**config.mk**
```make
export PLATFORM = sky130hd
export DESIGN_NAME = dram_sweep_seq
export DESIGN_NICKNAME = d
export VERILOG_FILES = /design/src/rtl/dts_pkg.sv /design/src/rtl/dts_err_count.sv /design/src/rtl/dts_accum.sv /design/src/rtl/dts_fsm.sv /design/src/rtl/dram_sweep_seq.sv
export SDC_FILE = /design/constraint.sdc
export NUM_CORES = 1
export LEC_CHECK = 0
export ABC_AREA = 1
export BUFFER_PORTS_ARGS = -buffer_cell sky130_fd_sc_hd__buf_2
export CAP_MARGIN = 20
export CORE_ASPECT_RATIO = 1.25
export CORE_MARGIN = 2
export CORE_UTILIZATION = 53
export DETAILED_ROUTE_END_ITERATION = 10
export PLACE_DENSITY_LB_ADDON = 0.15
export SYNTH_ARGS = -nofsm -noshare
export SYNTH_HDL_FRONTEND = slang
export SYNTH_HIERARCHICAL = 1
export SYNTH_SLANG_ARGS = --single-unit
```
**constraint.sdc**
```tcl
create_clock -name clk -period 7.65 [get_ports clk]
set_input_delay 1.1475 -clock clk [delete_from_list [all_inputs] [get_ports clk]]
set_output_delay 1.1475 -clock clk [all_outputs]
set_load 0.05 [all_outputs]
```
**src/rtl/dts_pkg.sv**
```systemverilog
package dts_pkg;

    typedef enum logic [2:0] {
        OP_NOP = 3'd0,
        OP_ACT = 3'd1,
        OP_RD  = 3'd2,
        OP_WR  = 3'd3,
        OP_PRE = 3'd4
    } op_e;

    typedef enum logic [3:0] {
        S_IDLE,
        S_PACT,
        S_PWR,
        S_PPRE,
        S_XACT,
        S_XPRE,
        S_TACT,
        S_TRD,
        S_TWAIT,
        S_EPRE,
        S_STEP,
        S_GAP
    } st_e;

    // limit the requested floor to the legal range 1..hi
    function automatic int unsigned clamp_floor(input int unsigned f, input int unsigned hi);
        if (f == 0) return 1;
        if (f > hi) return hi;
        return f;
    endfunction

endpackage

```
**src/rtl/dts_err_count.sv**
```systemverilog
module dts_err_count #(
    parameter int DW   = 32,
    parameter int LEW  = 4,
    parameter int CNTW = $clog2(DW + 1)
) (
    input  logic [DW-1:0]   data,
    input  logic [DW-1:0]   expect_pat,
    output logic [CNTW-1:0] raw,
    output logic [LEW-1:0]  sat
);
    logic [DW-1:0] diff;

    assign diff = data ^ expect_pat;

    always_comb begin
        raw = '0;
        for (int i = 0; i < DW; i++) begin
            raw = raw + CNTW'(diff[i]);
        end
    end

    generate
        if (LEW >= CNTW) begin : g_wide
            assign sat = LEW'(raw);
        end else begin : g_narrow
            localparam int MAXV = (1 << LEW) - 1;
            assign sat = (int'(raw) > MAXV) ? '1 : LEW'(raw);
        end
    endgenerate

endmodule

```
**src/rtl/dts_accum.sv**
```systemverilog
module dts_accum #(
    parameter int CW    = 7,
    parameter int LEW   = 4,
    parameter int CNTW  = 6,
    parameter int SEW   = 8,
    parameter int DLY_W = 4
) (
    input  logic             clk,
    input  logic             rst,
    input  logic             line_fire,
    input  logic [CW-1:0]    col_i,
    input  logic             ctrl_i,
    input  logic             count_i,
    input  logic [CNTW-1:0]  raw_i,
    input  logic [LEW-1:0]   sat_i,
    input  logic             step_end,
    input  logic [DLY_W-1:0] dly_i,
    output logic             line_valid,
    output logic [CW-1:0]    line_col,
    output logic             line_ctrl,
    output logic [LEW-1:0]   line_err,
    output logic             res_valid,
    output logic [DLY_W-1:0] res_dly,
    output logic [SEW-1:0]   res_err
);
    logic [SEW-1:0] sum;

    always_ff @(posedge clk) begin
        if (rst) begin
            line_valid <= 1'b0;
            line_col   <= '0;
            line_ctrl  <= 1'b0;
            line_err   <= '0;
            res_valid  <= 1'b0;
            res_dly    <= '0;
            res_err    <= '0;
            sum        <= '0;
        end else begin
            line_valid <= line_fire;
            res_valid  <= step_end;
            if (line_fire) begin
                line_col  <= col_i;
                line_ctrl <= ctrl_i;
                line_err  <= sat_i;
                if (count_i) sum <= sum + SEW'(raw_i);
            end
            if (step_end) begin
                res_dly <= dly_i;
                res_err <= sum;
                sum     <= '0;
            end
        end
    end

endmodule

```
**src/rtl/dts_fsm.sv**
```systemverilog
module dts_fsm
    import dts_pkg::*;
#(
    parameter int STD_DLY = 6,
    parameter int DLY_W   = 4,
    parameter int NPRE    = 4,
    parameter int DW      = 32,
    parameter int BW      = 3,
    parameter int RW      = 14,
    parameter int CW      = 7
) (
    input  logic             clk,
    input  logic             rst,
    input  logic             start,
    input  logic             test_pre,
    input  logic [DLY_W-1:0] floor_dly,
    input  logic [DW-1:0]    pattern,
    input  logic [BW-1:0]    bank,
    input  logic [RW-1:0]    row,
    input  logic [RW-1:0]    alt_row,
    input  logic             rd_valid,
    output op_e              cmd_op,
    output logic [BW-1:0]    cmd_bank,
    output logic [RW-1:0]    cmd_row,
    output logic [CW-1:0]    cmd_col,
    output logic [DW-1:0]    cmd_wdata,
    output logic [DW-1:0]    pat_q,
    output logic             line_fire,
    output logic [CW-1:0]    line_col,
    output logic             line_ctrl,
    output logic             line_cnt,
    output logic             step_end,
    output logic [DLY_W-1:0] dly_q,
    output logic             busy,
    output logic             done
);
    localparam logic [DLY_W-1:0] STD_W   = DLY_W'(STD_DLY);
    localparam logic [CW-1:0]    LAST_AC = CW'(1);
    localparam logic [CW-1:0]    LAST_PR = CW'(NPRE - 1);

    st_e              st, ret, tgt;
    logic [DLY_W-1:0] gap, flr_q, w;
    logic [CW-1:0]    col, last_col;
    logic             pre_q, adv, inc, col_clr;
    logic [BW-1:0]    bank_q;
    logic [RW-1:0]    row_q, alt_q;

    assign last_col  = pre_q ? LAST_PR : LAST_AC;
    assign busy      = (st != S_IDLE);
    assign line_col  = col;
    assign line_ctrl = !pre_q && (col == LAST_AC);
    assign line_cnt  = pre_q || (col == '0);

    always_comb begin
        cmd_op    = OP_NOP;
        cmd_bank  = bank_q;
        cmd_row   = row_q;
        cmd_col   = '0;
        cmd_wdata = '0;
        adv       = 1'b0;
        w         = DLY_W'(1);
        tgt       = st;
        inc       = 1'b0;
        col_clr   = 1'b0;
        line_fire = 1'b0;
        step_end  = 1'b0;
        case (st)
            S_PACT: begin
                cmd_op  = OP_ACT;
                adv     = 1'b1;
                w       = STD_W;
                tgt     = S_PWR;
                col_clr = 1'b1;
            end
            S_PWR: begin
                cmd_op    = OP_WR;
                cmd_col   = col;
                cmd_wdata = pat_q;
                adv       = 1'b1;
                if (col == last_col) begin
                    w   = STD_W;
                    tgt = S_PPRE;
                end else begin
                    inc = 1'b1;
                    tgt = S_PWR;
                end
            end
            S_PPRE: begin
                cmd_op = OP_PRE;
                adv    = 1'b1;
                w      = STD_W;
                tgt    = pre_q ? S_XACT : S_TACT;
            end
            S_XACT: begin
                cmd_op  = OP_ACT;
                cmd_row = alt_q;
                adv     = 1'b1;
                w       = STD_W;
                tgt     = S_XPRE;
            end
            S_XPRE: begin
                cmd_op = OP_PRE;
                adv    = 1'b1;
                w      = dly_q;
                tgt    = S_TACT;
            end
            S_TACT: begin
                cmd_op  = OP_ACT;
                adv     = 1'b1;
                col_clr = 1'b1;
                w       = pre_q ? STD_W : dly_q;
                tgt     = S_TRD;
            end
            S_TRD: begin
                cmd_op  = OP_RD;
                cmd_col = col;
                adv     = 1'b1;
                tgt     = S_TWAIT;
            end
            S_TWAIT: begin
                if (rd_valid) begin
                    line_fire = 1'b1;
                    adv       = 1'b1;
                    if (col == last_col) begin
                        tgt = S_EPRE;
                    end else begin
                        inc = 1'b1;
                        w   = pre_q ? DLY_W'(1) : STD_W;
                        tgt = S_TRD;
                    end
                end
            end
            S_EPRE: begin
                cmd_op = OP_PRE;
                adv    = 1'b1;
                w      = STD_W;
                tgt    = S_STEP;
            end
            S_STEP: step_end = 1'b1;
            default: ;
        endcase
    end

    always_ff @(posedge clk) begin
        if (rst) begin
            st     <= S_IDLE;
            ret    <= S_IDLE;
            gap    <= '0;
            dly_q  <= '0;
            flr_q  <= '0;
            col    <= '0;
            pre_q  <= 1'b0;
            done   <= 1'b0;
            pat_q  <= '0;
            bank_q <= '0;
            row_q  <= '0;
            alt_q  <= '0;
        end else begin
            case (st)
                S_IDLE: begin
                    if (start) begin
                        pre_q  <= test_pre;
                        pat_q  <= pattern;
                        bank_q <= bank;
                        row_q  <= row;
                        alt_q  <= alt_row;
                        dly_q  <= STD_W;
                        flr_q  <= DLY_W'(clamp_floor(int'(floor_dly), STD_DLY));
                        done   <= 1'b0;
                        col    <= '0;
                        st     <= S_PACT;
                    end
                end
                S_GAP: begin
                    if (gap <= DLY_W'(1)) st <= ret;
                    else gap <= gap - DLY_W'(1);
                end
                S_STEP: begin
                    if (dly_q <= flr_q) begin
                        st   <= S_IDLE;
                        done <= 1'b1;
                    end else begin
                        dly_q <= dly_q - DLY_W'(1);
                        st    <= S_PACT;
                    end
                end
                default: begin
                    if (adv) begin
                        if (w <= DLY_W'(1)) begin
                            st <= tgt;
                        end else begin
                            st  <= S_GAP;
                            gap <= w - DLY_W'(1);
                            ret <= tgt;
                        end
                    end
                    if (col_clr) col <= '0;
                    else if (inc) col <= col + CW'(1);
                end
            endcase
        end
    end

endmodule

```
**src/rtl/dram_sweep_seq.sv**
```systemverilog
module dram_sweep_seq
    import dts_pkg::*;
#(
    parameter int  STD_DLY    = 6,
    parameter int  DLY_W      = 4,
    parameter int  DW         = 32,
    parameter int  NPRE       = 4,
    parameter int  ROW_BYTES  = 8192,
    parameter int  LINE_BYTES = 64,
    parameter int  BW         = 3,
    parameter int  RW         = 14,
    parameter int  LEW        = 4,
    localparam int LINES      = ROW_BYTES / LINE_BYTES,
    localparam int CW         = $clog2(LINES),
    localparam int SEW        = $clog2(DW * NPRE + 1)
) (
    input  logic             clk,
    input  logic             rst,
    input  logic             start,
    input  logic             test_pre,
    input  logic [DLY_W-1:0] floor_dly,
    input  logic [DW-1:0]    pattern,
    input  logic [BW-1:0]    bank,
    input  logic [RW-1:0]    row,
    input  logic [RW-1:0]    alt_row,
    input  logic             rd_valid,
    input  logic [DW-1:0]    rd_data,
    output logic [2:0]       cmd_op,
    output logic [BW-1:0]    cmd_bank,
    output logic [RW-1:0]    cmd_row,
    output logic [CW-1:0]    cmd_col,
    output logic [DW-1:0]    cmd_wdata,
    output logic             line_valid,
    output logic [CW-1:0]    line_col,
    output logic             line_ctrl,
    output logic [LEW-1:0]   line_err,
    output logic             res_valid,
    output logic [DLY_W-1:0] res_dly,
    output logic [SEW-1:0]   res_err,
    output logic             busy,
    output logic             done
);
    localparam int CNTW = $clog2(DW + 1);

    op_e              op_w;
    logic [DW-1:0]    pat_w;
    logic             fire_w, ctrl_w, cnt_w, step_w;
    logic [CW-1:0]    col_w;
    logic [DLY_W-1:0] dly_w;
    logic [CNTW-1:0]  raw_w;
    logic [LEW-1:0]   sat_w;

    assign cmd_op = op_w;

    dts_fsm #(
        .STD_DLY(STD_DLY), .DLY_W(DLY_W), .NPRE(NPRE), .DW(DW),
        .BW(BW), .RW(RW), .CW(CW)
    ) u_fsm (
        .clk(clk), .rst(rst), .start(start), .test_pre(test_pre),
        .floor_dly(floor_dly), .pattern(pattern), .bank(bank), .row(row),
        .alt_row(alt_row), .rd_valid(rd_valid),
        .cmd_op(op_w), .cmd_bank(cmd_bank), .cmd_row(cmd_row),
        .cmd_col(cmd_col), .cmd_wdata(cmd_wdata), .pat_q(pat_w),
        .line_fire(fire_w), .line_col(col_w), .line_ctrl(ctrl_w),
        .line_cnt(cnt_w), .step_end(step_w), .dly_q(dly_w),
        .busy(busy), .done(done)
    );

    dts_err_count #(.DW(DW), .LEW(LEW), .CNTW(CNTW)) u_cnt (
        .data(rd_data), .expect_pat(pat_w), .raw(raw_w), .sat(sat_w)
    );

    dts_accum #(
        .CW(CW), .LEW(LEW), .CNTW(CNTW), .SEW(SEW), .DLY_W(DLY_W)
    ) u_acc (
        .clk(clk), .rst(rst), .line_fire(fire_w), .col_i(col_w),
        .ctrl_i(ctrl_w), .count_i(cnt_w), .raw_i(raw_w), .sat_i(sat_w),
        .step_end(step_w), .dly_i(dly_w),
        .line_valid(line_valid), .line_col(line_col), .line_ctrl(line_ctrl),
        .line_err(line_err), .res_valid(res_valid), .res_dly(res_dly),
        .res_err(res_err)
    );

endmodule

```
; ---- Yosys cells after proc, flatten, opt, wreduce, memory -nomap -nowiden
; Index checks and enable logic that the tools add are counted.
[classes]
n_reduce_logical = 29
mux = 58
eq_ne = 19
n_bitwise = 5
n_lt_le_gt_ge = 5
n_addsub = 36
[ops]
columns = cell, n
row1 = $add 6x1->6, 30
row2 = $mux 4, 17
row3 = $pmux 4 s9, 1
row4 = $mux 32, 1
row5 = $xor 32x32->32, 1
row6 = $mux 7, 4
row7 = $mux 1, 20
row8 = $pmux 4 s5, 1
row9 = $eq 4x3->1 const B, 4
row10 = $eq 4x4->1 const B, 4
row11 = $pmux 4 s2, 2
row12 = $reduce_and 3->1, 5
row13 = $mux 14, 1
row14 = $pmux 7 s2, 1
row15 = $pmux 3 s4, 1
row16 = $pmux 4 s3, 1
row17 = $sub 4x1->4 const B, 3
row18 = $reduce_or 2->1, 5
row19 = $mux 3, 3
row20 = $reduce_or 3->1, 3
row21 = $add 8x6->8, 1
row22 = $eq 4x2->1 const B, 2
row23 = $le 4x1->1 const B, 2
row24 = $logic_not 4->1, 2
row25 = 24 further kinds, 37
[totals]
input_bits = 104
out_inout_bits = 87
regBits = 126

; ---- Depth between registers and ports, before layout
[depth]
ltp_word = 34
depth_mapped = 28
depth_no_buf = 28

; ---- By module
; Netlist, hierarchy kept.
[modules_own_cells]
columns = mod, seq_area_each_um2, area_per_inst_um2, n_inst, cells_each
row1 = dts_fsm, 1841.8, 4520.6, 1, 673
row2 = dts_accum, 680.7, 1450.1, 1, 185
row3 = dts_err_count, 0.0, 1103.6, 1, 125

; ---- Least setup slack after synthesis
; Ideal clock, no wire load.
[synth_path]
kind = in2reg
startpoint = input rd_data[0]
endpoint = register u_acc.sum[7]
required_time_ns = 7.535
setup_slack_ns = 1.260
setup_time_ns = 0.115
arrival_ns = 6.275
path_stages = 25
path_buffers = 0
path_cell_list = xnor2_1 > fa_1 > inv_1 > fa_1 > fa_1 > fa_1 > inv_1 > fa_1 > fa_1 > inv_1 > ha_1 > fa_1 > nand2_1 > nand2_1 > nand2_1 > nand2_1 > nand2_2 > inv_1 > ha_1 > nand2_1 > nand2_1 > a21oi_1 > nand2_1 > a21oi_1 > nor2_1
[synth_between]
elab_chain_cells = 33
[synth_rtl]
columns = element, line
row1 = from (decl), dram_sweep_seq.sv:27  ; input logic [DW-1:0] rd_data,
row2 = $xor 32x32->32, dts_err_count.sv:13  ; assign diff = data ^ expect_pat;
row3 = $add 1x1->2, dts_err_count.sv:18  ; raw = raw + CNTW'(diff[i]);
row4 = $add 6x1->6 (30 in a row), dts_err_count.sv:18
row5 = named net raw_w[4], dram_sweep_seq.sv:50  ; logic [CNTW-1:0] raw_w;
row6 = $add 8x6->8, dts_accum.sv:45  ; if (count_i) sum <= sum + SEW'(raw_i);
row7 = to (signal assigned), dts_accum.sv:45
row8 = to (decl), dts_accum.sv:26  ; logic [SEW-1:0] sum;
; The timed path passes the listed nets, and every way through them passes these cells.
; A chain may end at the register's enable or synchronous reset.

; ---- Worst setup path in the final report
[layout_path]
startpoint = input rd_data[11]
endpoint = register u_acc.sum[7]
[layout_between]
elab_chain_cells = 23
[layout_rtl]
columns = element, line
row1 = $xor 32x32->32, dts_err_count.sv:13
row2 = $add 6x1->6 (21 in a row), dts_err_count.sv:18
row3 = named net raw_w[4], dram_sweep_seq.sv:50
row4 = $add 8x6->8, dts_accum.sv:45
; The timed path passes the listed nets, and every way through them passes these cells.

==> results.yml <==
cts:
  cts_setup_buffers: 0
  ctsResizeCount: 0
  cts_buffers: 17
  ctsHoldBuffers: 0
  clockBufferDepth: 2
  h-tree-depth: 4
  cts.clk_slew.worst_paths_ps: 60
  cts_sinks: 126
  worstSkewPairLatency_ps: 410
  cts_tree: "built"
  clockRootBuffer: "clkbuf_16"
synthesis:
  synth_flop_cell: "dfxtp_1"
  ys_ff_latch: 126
  synthCells: 983
  yosysTopAreaCell: "dfxtp_1"
  synth-edff-count: 0
  synth-seq-area-share_pct: 35.66
  ys_types: 39
  async_flop_share_pct: 0
  netlist_area_um2: 7074
  synth_top_area_share_pct: 35.66
  syn_nets: 1136
  syn_area_per_cell_um2: 7.197
  synth_area_leaders: "dfxtp_1, nand2_1, inv_1"
  yosys_warnings: 6
setup_path:
  crit_buf_inv: 6
  required_ps: 7950
  reg2reg_to: "u_acc/sum[7]"
  r2r_cells: 26
  end_kind: "flip-flop"
  max_stage_delay_ps: 570
  cp-start-kind: "primary input"
  critPathTopFamily: "adder cells"
  critPathKind: "primary input to flip-flop"
  cp_max_fo: 5
  cp_data_arrival_time_ps: 6710
  r2r_setup_slack_ps: 1730
  slowest_stage: "fa_1"
  regToRegStartpoint: "u_fsm/pat_q[11]"
  cp.depth: 27
placement:
  dp_hpwl_um: 12890
  place.gp.congestion: 0.9400
  io_buffers: 190
grt:
  track_usage_pct: 25.28
  grt_max_degree: 121
  grt_pass1_wl_um: 29080
  grt_pass1_vias: 6377
  gr-total-overflow: 0
  antenna_found_initial: 1
detailed_routing:
  ant_nets: 0
  wl_per_cell_um: 13.12
  wl_um: 17620
  vias: 6699
  drt_iter0_drc: 263
  drt_pass1_iterations: 5
  vias_per_cell: 4.988
  remaining_drc_errors: 0
sta:
  setup_viol: 0
  slew_viol_final: 0
  rsz0062_at_grt: "no"
  final.period_utilization_pct: 83.80
  min_period_ps: 6411
  tightest_slew_ps: 864.8
  fin_worst_skew_ps: 7.181
  fmax_ghz: 0.1560
  relSlewSlack_pct: 42.21
  fin_tns_setup_ps: 0
  hold_viol_final: 0
finish:
  layout-drive-gt1-share_pct: 21.86
  multi_input_area_um2: 3791
  final_common_cell: "nand2_1"
  fill_cells: 1211
  utilization_pct: 67.06
  final_cell_mix: "nand2_1, buf_2, inv_1, dfxtp_1, a21oi_1"
  finalNetCount: 1311
  regArea_um2: 2522
  syn2layout_area_growth_pct: 24.32
status:
  status: "completed"
die:
  die_area_um2: 14290
  core_area_um2: 13110
  num_rows: 47
  start_util_pct: 53.95
  io_pins: 191
  die_h_um: 133.2
  die_w_um: 107.3
flow_run:
  drv_cap: 0
hold_path:
  hold_path_class: "flip-flop to flip-flop"
  hold_depth: 2
  min_from: "u_fsm/alt_q[9]"
  hold_path_end: "u_fsm/alt_q[9]"
-- cell usage after synthesis, drive strengths merged (2+ instances only) --
master	n
fa	25
xor2	25
nor3	7
nand3	38
clkinv	2
o2111ai	2
nand3b	3
ha	24
nor2	102
nand4	5
o21ai	82
inv	159
a21oi	103
clkbuf	25
dfxtp	126
a221oi	2
a31oi	3
or2	3
xnor2	17
nand2	203
buf	12
a22o	9
-- registers in the layout, summed over array words and instances (netlist names), 7 cells and up --
name and cells:
u_acc/line_col 7, u_acc/res_err 8, u_acc/sum 8, u_fsm/alt_q 14, u_fsm/line_col 7, u_fsm/pat_q 32
u_fsm/row_q 14
-- metal layers --
metal	GRT usage [%]	vias up	share of wire [%]
met3	6.849	27	7.4
met2	42.72	228	48
li1	-	3457	-
met4	9.188	0	2.0
met5	0	-	0
met1	30.83	2987	42
-- kinds of logic (layout without fill, tap and decap cells) --
kind of cell,count (synthesis),after routing,synth area share [%]
other,0,1,0
muxes,1,1,0.1415
and+or+nand+nor,361,361,21.28
xor gates and xnor gates,42,42,5.200
adders and majority gates,50,50,11.46
AOI/OAI and AO/OA,205,205,15.41
DFF,126,126,35.66
buffers and inverters,198,386,10.86
-- how the worst max path moves through the flow --
stage	endpoint	start	slack, ps
finish	u_acc/sum[7]	rd_data[11]	1240
global route	u_acc/sum[7]	rd_data[11]	950
CTS	u_acc/sum[7]	rd_data[11]	1220
detailed placement	u_acc/sum[5]	rd_data[0]	850
global placement	u_acc/sum[7]	rd_data[0]	980
floorplan	u_acc/sum[7]	rd_data[0]	1260
-- cell type report --
| type | count | share of cell area (%) |
|---|---|---|
| multi-input cells | 659 | 43.11 |
| flip-flops and latches | 126 | 28.68 |
| repair buffers | 193 | 11.30 |
| inverters | 161 | 6.872 |
| clock buffers | 18 | 4.994 |
| clock inverters | 14 | 2.589 |
| well taps | 171 | 2.433 |
| diodes | 1 | 0.02845 |
-- tightest hold or removal path, stage by stage (launching register included) --
cell     delay (ps)
dfxtp_1         300
inv_1            50
a21oi_1          50
-- per-stage QoR --
| step | area (µm²) | setup WS (ps) | instances | hold slack [ps] |
|---|---|---|---|---|
| floorplan | 7074 | 1260 | 983 | 424.5 |
| global placement | 8098 | 977.1 | 1309 | 434.3 |
| detailed placement | 8098 | 851.0 | 1309 | 440.4 |
| CTS | 8765 | 1220 | 1341 | 448.8 |
| global route | 8792 | 951.0 | 1342 | 468.0 |
| finish | 8795 | 1239 | 1343 | 447.5 |
Power is not shown: default switching activity piles up to over one toggle a cycle in this logic, so the estimate is an artifact.
